--- src/rtl/pwm3_center.sv ---
module pwm3_center #(
  parameter int CW  = 16,
  parameter int DTW = 10,
  parameter int SWW = 8
) (
  input  logic          clk,
  input  logic          rst_n,
  input  logic          wr_en,
  input  logic [2:0]    wr_addr,
  input  logic [CW-1:0] wr_data,
  input  logic          trip,
  output logic          ah,
  output logic          al,
  output logic          bh,
  output logic          bl,
  output logic          ch,
  output logic          cl,
  output logic          sync_out
);
  localparam int XW = CW + 1;

  logic [CW-1:0]  per_s, per_a, cnt;
  logic [DTW-1:0] dt_s, dt_a, mpw_s, mpw_a;
  logic [SWW-1:0] sw_s;
  logic [SWW:0]   sc;
  logic [CW-1:0]  duty_s [3];
  logic [CW-1:0]  duty_a [3];
  logic           dbl_s, dbl_a, up;
  logic           trip_m, trip_s, trip_lat, hold;
  logic           top, mid, clr, off;
  logic [2:0]     hi, lo;

  assign top = up && (XW'(cnt) + XW'(1) >= XW'(per_a));
  assign mid = !up && (cnt == '0);
  assign clr = wr_en && (wr_addr == 3'd7) && wr_data[1];

  always_ff @(posedge clk) begin
    if (!rst_n) begin
      per_s <= '0; dt_s <= '0; mpw_s <= '0; sw_s <= '0; dbl_s <= 1'b0;
      for (int i = 0; i < 3; i++) duty_s[i] <= '0;
    end else if (wr_en) begin
      case (wr_addr)
        3'd0: per_s     <= wr_data;
        3'd1: dt_s      <= wr_data[DTW-1:0];
        3'd2: mpw_s     <= wr_data[DTW-1:0];
        3'd3: sw_s      <= wr_data[SWW-1:0];
        3'd4: duty_s[0] <= wr_data;
        3'd5: duty_s[1] <= wr_data;
        3'd6: duty_s[2] <= wr_data;
        default: dbl_s  <= wr_data[0];
      endcase
    end
  end

  always_ff @(posedge clk) begin
    if (!rst_n) begin
      per_a <= '0; dt_a <= '0; mpw_a <= '0; dbl_a <= 1'b0;
      for (int i = 0; i < 3; i++) duty_a[i] <= '0;
    end else if (top) begin
      per_a <= per_s; dt_a <= dt_s; mpw_a <= mpw_s; dbl_a <= dbl_s;
      for (int i = 0; i < 3; i++) duty_a[i] <= duty_s[i];
    end else if (mid && dbl_a) begin
      for (int i = 0; i < 3; i++) duty_a[i] <= duty_s[i];
    end
  end

  always_ff @(posedge clk) begin
    if (!rst_n) begin
      cnt <= '0;
      up  <= 1'b1;
    end else if (top) begin
      cnt <= (per_s == '0) ? '0 : per_s - 1'b1;
      up  <= 1'b0;
    end else if (mid) begin
      up <= 1'b1;
    end else if (up) begin
      cnt <= cnt + 1'b1;
    end else begin
      cnt <= cnt - 1'b1;
    end
  end

  always_ff @(posedge clk) begin
    if (!rst_n)        sc <= '0;
    else if (top)      sc <= {1'b0, sw_s} + 1'b1;
    else if (sc != '0) sc <= sc - 1'b1;
  end
  assign sync_out = (sc != '0);

  always_ff @(posedge clk) begin
    if (!rst_n) begin
      trip_m <= 1'b0; trip_s <= 1'b0; trip_lat <= 1'b0; hold <= 1'b0;
    end else begin
      trip_m <= trip;
      trip_s <= trip_m;
      if (trip_s)   trip_lat <= 1'b1;
      else if (clr) trip_lat <= 1'b0;
      if (clr)      hold <= 1'b1;
      else if (top) hold <= 1'b0;
    end
  end

  for (genvar g = 0; g < 3; g++) begin : g_ph
    logic [CW-1:0] half, hth;
    logic [XW-1:0] lth, hwid, lwid;
    assign half = CW'(dt_a >> 1);
    assign hth  = (duty_a[g] > half) ? duty_a[g] - half : '0;
    assign lth  = XW'(hth) + XW'(dt_a);
    assign hwid = (hth < per_a) ? XW'(hth) : XW'(per_a);
    assign lwid = (lth >= XW'(per_a)) ? '0 : XW'(per_a) - lth;
    assign hi[g] = (cnt < hth) && (cnt < per_a) && ((hwid << 1) >= XW'(mpw_a));
    assign lo[g] = (XW'(cnt) >= lth) && (cnt < per_a) && ((lwid << 1) >= XW'(mpw_a));
  end

  assign off = trip | trip_lat | hold;
  assign ah = hi[0] & ~off;
  assign al = lo[0] & ~off;
  assign bh = hi[1] & ~off;
  assign bl = lo[1] & ~off;
  assign ch = hi[2] & ~off;
  assign cl = lo[2] & ~off;

  p_cnt_range_r1: assert property (@(posedge clk) disable iff (!rst_n)
    (per_a != '0) |-> (cnt < per_a));
  p_pair_excl_r3: assert property (@(posedge clk) disable iff (!rst_n)
    !(ah && al) && !(bh && bl) && !(ch && cl));
  p_shadow_hold_r5: assert property (@(posedge clk) disable iff (!rst_n)
    !top |=> $stable(per_a));
  p_mid_only_r6: assert property (@(posedge clk) disable iff (!rst_n)
    (!top && !(mid && dbl_a)) |=> $stable(duty_a[0]));
  p_sync_start_r7: assert property (@(posedge clk) disable iff (!rst_n)
    top |=> sync_out);
  p_hold_off_r9: assert property (@(posedge clk) disable iff (!rst_n)
    (hold && !top) |=> !(ah || al || bh || bl || ch || cl));
endmodule

--- config.mk ---
export PLATFORM = sky130hd
export DESIGN_NAME = pwm3_center
export DESIGN_NICKNAME = d
export VERILOG_FILES = /design/src/rtl/pwm3_center.sv
export SDC_FILE = /design/constraint.sdc
export NUM_CORES = 1
export LEC_CHECK = 0
export BUFFER_PORTS_ARGS = -buffer_cell sky130_fd_sc_hd__buf_4
export CAP_MARGIN = 15
export CORE_MARGIN = 2
export CORE_UTILIZATION = 25
export CTS_CLUSTER_DIAMETER = 30
export DETAILED_ROUTE_END_ITERATION = 8
export PLACE_DENSITY_LB_ADDON = 0.1
export SLEW_MARGIN = 20
export SYNTH_ARGS = -nofsm -noshare
export SYNTH_HDL_FRONTEND = slang
export SYNTH_SLANG_ARGS = --single-unit
--- constraint.sdc ---
create_clock -name clk -period 22.5 [get_ports clk]
set_input_delay 4.5 -clock clk [delete_from_list [all_inputs] [get_ports clk]]
set_output_delay 4.5 -clock clk [all_outputs]
set_load 0.05 [all_outputs]
# Word level (Yosys, flattened, before mapping)
# Memory sizes are Yosys's and may differ from the RTL's.
# Cells that the tools add are included.
totals:
  register_bits: 112
  ram_bits: 96
  out_inout_bits: 7
  elab_cells: 165
  mem_count: 2
classes:
  addsub: 15
  magnitude_cmp: 23
  n_eq_ne: 8
  n_mux: 50
  bitwise_logic: 19
  reduce_logical: 32
memory_table:
  columns: ["memory", "words", "width", "read_ports", "rd_clocked_by_memory_dff", "wr", "line", "rtl"]
  rows:
  - ["duty_a", 3, 16, 3, 0, 3, "27", "logic [CW-1:0] duty_a [3];"]
  - ["duty_s", 3, 16, 3, 0, 3, "26", "logic [CW-1:0] duty_s [3];"]
ops:
  columns: ["op", "count"]
  rows:
  - ["16-bit 2-to-1 mux", 22]
  - ["16-bit less-than comparator", 7]
  - ["17-bit by 10-bit greater-or-equal comparator with 1-bit output", 6]
  - ["17-bit by 16-bit greater-or-equal comparator with 1-bit output", 4]
  - ["16-bit by 10-bit adder with 17-bit output", 3]
  - ["16-bit by 17-bit greater-or-equal comparator with 1-bit output", 3]
  - ["16-bit by 9-bit greater-than comparator with 1-bit output", 3]
  - ["16-bit subtractor", 3]
  - ["16-bit by 9-bit subtractor with 16-bit output", 3]
  - ["16-bit logical NOT", 2]
  - ["16-bit by 1-bit subtractor with 16-bit output, second input constant", 2]
  - ["1-bit 2-to-1 mux", 26]
  - ["9-bit 2-to-1 mux", 2]
  - ["16-bit by 1-bit adder with 17-bit output, second input constant", 1]
  - ["1-bit logical AND", 17]
  - ["16-bit by 1-bit adder with 16-bit output, second input constant", 1]
  - ["3-bit equality test, second input constant", 4]
  - ["1-bit bitwise OR", 11]
  - ["2-bit AND reduction", 5]
  - ["8-bit by 1-bit adder with 9-bit output, second input constant", 1]
  - ["9-bit nonzero test", 1]
  - ["9-bit by 1-bit subtractor with 9-bit output, second input constant", 1]
  - ["2-bit nonzero test", 4]
  - ["7-bit OR reduction", 1]
  - ["7 further kinds", 14]

# Longest topological paths before layout
# An unclocked memory read counts as a cell.
depth:
  depth_word: 9
  mapped_depth: 37
  depth_no_buf: 37

# Worst setup path before layout
# No wires, ideal clock.
synth_path:
  path_type: "reg2out"
  start: "register dt_a[1]"
  end: "output cl"
  t_arrival_ns: 8.540
  required_ns: 18.000
  setup_slack_ns: 9.460
  path_stages_with_launch: 36
  cell_sequence: "dfxtp_1 -> ha_1 -> inv_1 -> fa_1 -> a211oi_1 -> nor2_1 -> o31ai_2 -> a21oi_1 -> nor2_1 -> clkbuf_1 -> nor2_1 -> ha_1 -> a21o_1 -> a21o_1 -> a311oi_1 -> a21oi_1 -> a31oi_1 -> or2_1 -> or4_1 -> xnor2_1 -> ha_1 -> inv_1 -> o21ai_0 -> a2111oi_0 -> o21ai_0 -> o221ai_1 -> o31ai_4 -> nor3b_1 -> ha_1 -> or2_2 -> a21oi_1 -> a21oi_1 -> a31oi_1 -> o211ai_1 -> nor4_1 -> nor4b_1"
synth_between:
  elab_chain_cells: 8
  elab_cells_between_ends: 12
synth_lines:
  columns: ["item", "line", "rtl"]
  rows:
  - ["start: declaration", "23", "logic [DTW-1:0] dt_s, dt_a, mpw_s, mpw_a;"]
  - ["start signal: assignment", "60", "per_a <= per_s; dt_a <= dt_s; mpw_a <= mpw_s; dbl_a <= dbl_s;"]
  - ["16-bit by 9-bit subtractor with 16-bit output or 16-bit by 9-bit greater-than comparator with 1-bit output (tied branches)", "107", "assign hth = (duty_a[g] > half) ? duty_a[g] - half : '0;"]
  - ["16-bit 2-to-1 mux", "107", null]
  - ["16-bit by 10-bit adder with 17-bit output (*)", "108", "assign lth = XW'(hth) + XW'(dt_a);"]
  - ["16-bit subtractor or 17-bit by 16-bit greater-or-equal comparator with 1-bit output (tied branches)", "110", "assign lwid = (lth >= XW'(per_a)) ? '0 : XW'(per_a) - lth;"]
  - ["16-bit 2-to-1 mux", "110", null]
  - ["17-bit by 10-bit greater-or-equal comparator with 1-bit output", "112", "assign lo[g] = (XW'(cnt) >= lth) && (cnt < per_a) && ((lwid << 1) >= XW'(mpw_a));"]
  - ["1-bit logical AND (*)", "112", null]
  - ["1-bit AND (*)", "121", "assign cl = lo[2] & ~off;"]
  - ["end: declaration", "17", "output logic cl,"]
# Every way passes the cells marked *; elsewhere a longest branch is shown, timed or not.

# Worst setup path in the final report
layout_path:
  start: "register dt_a[2]"
  end: "output bl"
layout_between:
  elab_chain_cells: 8
  elab_cells_between_ends: 12
layout_lines:
  columns: ["item", "line", "rtl"]
  rows:
  - ["16-bit by 9-bit subtractor with 16-bit output or 16-bit by 9-bit greater-than comparator with 1-bit output (tied branches)", "107", null]
  - ["16-bit 2-to-1 mux", "107", null]
  - ["16-bit by 10-bit adder with 17-bit output (*)", "108", null]
  - ["16-bit subtractor or 17-bit by 16-bit greater-or-equal comparator with 1-bit output (tied branches)", "110", null]
  - ["16-bit 2-to-1 mux", "110", null]
  - ["17-bit by 10-bit greater-or-equal comparator with 1-bit output", "112", null]
  - ["1-bit logical AND (*)", "112", null]
  - ["1-bit AND (*)", "119", "assign bl = lo[1] & ~off;"]
  - ["end: declaration", "15", "output logic bl,"]
# Marks and branches as above.

==> flow_summary.json <==
{
  "ys_seq_area_frac": 0.239,
  "final_antenna_net_count": 0,
  "critPathMaxFanout": 10,
  "reg2reg_from": "cnt[1]$_SDFFE_PN0P_",
  "status": "complete, no violations",
  "rsz0062_at_grt": "no",
  "clock_skew_ns": 0.0328,
  "crit_type": "reg -> out",
  "overflow": 0,
  "ys_types": 79,
  "worst_pin_slew_ns": 1.04,
  "die_h_um": 297,
  "cp.required_ns": 18.00,
  "drv_slew": 0,
  "synth_ff_type": "dfxtp_1",
  "hold_depth": 1,
  "min_period_ns": 14.45,
  "areaGrowthSynthToFinish_pct": 16.8,
  "hold_viol_final": 0,
  "wl_mm": 89.5,
  "cts.sink_count": 208,
  "gp_congestion": 0.922,
  "clk_pin_slew_ns": 0.04,
  "layout.nets": 3058,
  "core_area_um2": 85100,
  "cp_common_cell": "a21oi_1",
  "grt_pass1_vias": 18900,
  "min_to": "trip_s$_SDFF_PN0_",
  "antenna_found_initial": 1,
  "post-route-drc-count": 0,
  "synth-edff-count": 96,
  "worstRegToRegCells": 16,
  "ioPinCount": 30,
  "die_x_um": 297,
  "postSynthAreaPerCell_um2": 8.38,
  "vias": 19300,
  "start_util": 0.252,
  "post_cts_resize_count": 0,
  "drv_cap": 0,
  "root_buffer": "clkbuf_16",
  "netlist_area_um2": 21400,
  "grt_max_degree": 62,
  "cts_tree": "done",
  "wl_per_cell_um": 23.4,
  "track_usage": 0.198,
  "drt_iter0_markers": 1277,
  "dr.pass1.iters": 5,
  "hold_buffers": 0,
  "htree_levels": 2,
  "setup-violations-final": 0,
  "hold_class": "reg -> reg",
  "cp_slowest_cell": "a2111oi_0",
  "io_buffer_count": 29,
  "cts_buffers": 49,
  "cts_buffer_depth": 3,
  "setup_tns_ns": 0,
  "min_from": "trip_m$_SDFF_PN0_",
  "syn_inst": 2560,
  "ys_warn_count": 0,
  "antenna_cells": 0,
  "cp-start-kind": "flop",
  "die-area_um2": 88100,
  "drive_gt1_frac": 0.0775,
  "num_rows": 107,
  "r2r_slack_ns": 17.49,
  "max-slew-margin-rel": 0.292,
  "ys_seq_elements": 208,
  "arrival_ns": 9.95,
  "hpwlAfterDp_mm": 69.2,
  "cts_setup_buffers": 0,
  "insertion_delay_ns": 0.57,
  "worst_r2r_endpoint": "cnt[12]$_SDFFE_PN0P_",
  "vias_per_cell": 5.05,
  "clock.fmax_mhz": 69.2,
  "ys_async_sr_fraction": 0,
  "post-route-period-util": 0.642,
  "grt_pass1_wl_mm": 130,
  "critPathCaptureType": "primary output",
  "slowest_delay_ns": 0.89,
  "synthesis.nets": 2986
}
## flip-flops by register name, summed over array words and instances, names as in the netlist
register	cells
duty_a	48
hold	1
trip_s	1
dbl_a	1
trip_lat	1
dt_s	10
per_s	16
sc	9
dbl_s	1
mpw_s	10
mpw_a	10
per_a	16
sw_s	8
up	1
dt_a	10
trip_m	1
duty_s	48
cnt	16
## layout make-up
class                           count  area (um2)
Clock buffer                       53        1250
Clock inverter                     38         499
Fill cell                        9214       60100
Inverter                          164         616
Multi-Input combinational cell   2134       15600
Sequential cell                   208        5120
Tap cell                         1144        1430
Timing Repair Buffer               75         563
## cells by family (layout without fill, tap and decap cells)
family,after synthesis,after routing,synth area share
simple gates,877,877,0.198
compound gates,704,704,0.223
fa+ha+maj,403,403,0.239
buf+inv,218,330,0.0390
flops,208,208,0.239
xor+xnor,130,130,0.0531
mux,20,20,0.00957
## metal layers
metal | track usage | routed length, um | vias up
met5 | 0 | 0 | -
met3 | 0.0176 | 3080 | 121
met1 | 0.280 | 44100 | 9240
li1 | - | - | 9457
met4 | 0.0625 | 2810 | 0
met2 | 0.317 | 39500 | 452
## layout by cell type, fill, tap and decap left out, types with 53 or more instances in the layout
| master | count |
|---|---|
| nand3_1 | 54 |
| o21ai_0 | 141 |
| a21o_1 | 71 |
| xnor2_1 | 82 |
| a21oi_1 | 132 |
| buf_4 | 75 |
| inv_1 | 164 |
| a21boi_0 | 92 |
| nor2_1 | 179 |
| nand2_1 | 304 |
| o21a_1 | 53 |
| edfxtp_1 | 96 |
| and2_1 | 81 |
| ha_1 | 393 |
| dfxtp_1 | 112 |
| nor3_1 | 57 |
## worst max path at each step
stage	slack, ns	to	startpoint
after floorplan	9.46	cl	dt_a[1]$_SDFFE_PN0P_
after global placement	8.72	bl	dt_a[2]$_SDFFE_PN0P_
after detailed placement	8.47	bl	dt_a[2]$_SDFFE_PN0P_
after CTS	7.86	bl	dt_a[2]$_SDFFE_PN0P_
after global routing	7.00	bl	dt_a[2]$_SDFFE_PN0P_
final	8.05	bl	dt_a[2]$_SDFFE_PN0P_
## synthesized netlist by cell type (all sizes together), types with 23 or more instances
| library cell | instances | share of area |
|---|---|---|
| a211oi | 42 | 0.015 |
| xor2 | 48 | 0.020 |
| nor2 | 179 | 0.031 |
| nor3 | 59 | 0.014 |
| ha | 393 | 0.23 |
| nor2b | 39 | 0.011 |
| xnor2 | 82 | 0.033 |
| nand3 | 55 | 0.013 |
| inv | 164 | 0.029 |
| dfxtp | 112 | 0.10 |
| edfxtp | 96 | 0.13 |
| o211ai | 24 | 0.0084 |
| nand4 | 33 | 0.0096 |
| a21o | 71 | 0.025 |
| clkbuf | 45 | 0.0079 |
| and2 | 82 | 0.024 |
| nand2 | 304 | 0.053 |
| a21boi | 94 | 0.033 |
| o21ai | 143 | 0.033 |
| nor4 | 23 | 0.0070 |
| o21a | 53 | 0.019 |
| a21oi | 133 | 0.031 |
## metrics by stage
step	cell area (um2)	std cells	setup slack, ns	util	hold WS (ns)
after detailed placement	23300	3725	8.47	0.273	0.425
after global placement	23300	3725	8.72	0.273	0.430
after global routing	25000	3816	7.00	0.294	0.474
after CTS	25000	3816	7.86	0.294	0.445
final	25000	3816	8.05	0.294	0.442
after floorplan	21400	2560	9.46	-	0.412
## worst max-delay path: cells and delay by family (launching register included)
kind	cells	cell delay [ns]
simple gates	7	0.89
buf+inv	2	0.47
flops	1	0.50
compound gates	18	5.55
xor+xnor	1	0.27
fa+ha+maj	5	1.73
Power is not shown: default switching activity piles up to over one toggle a cycle in this logic, so the estimate is an artifact.
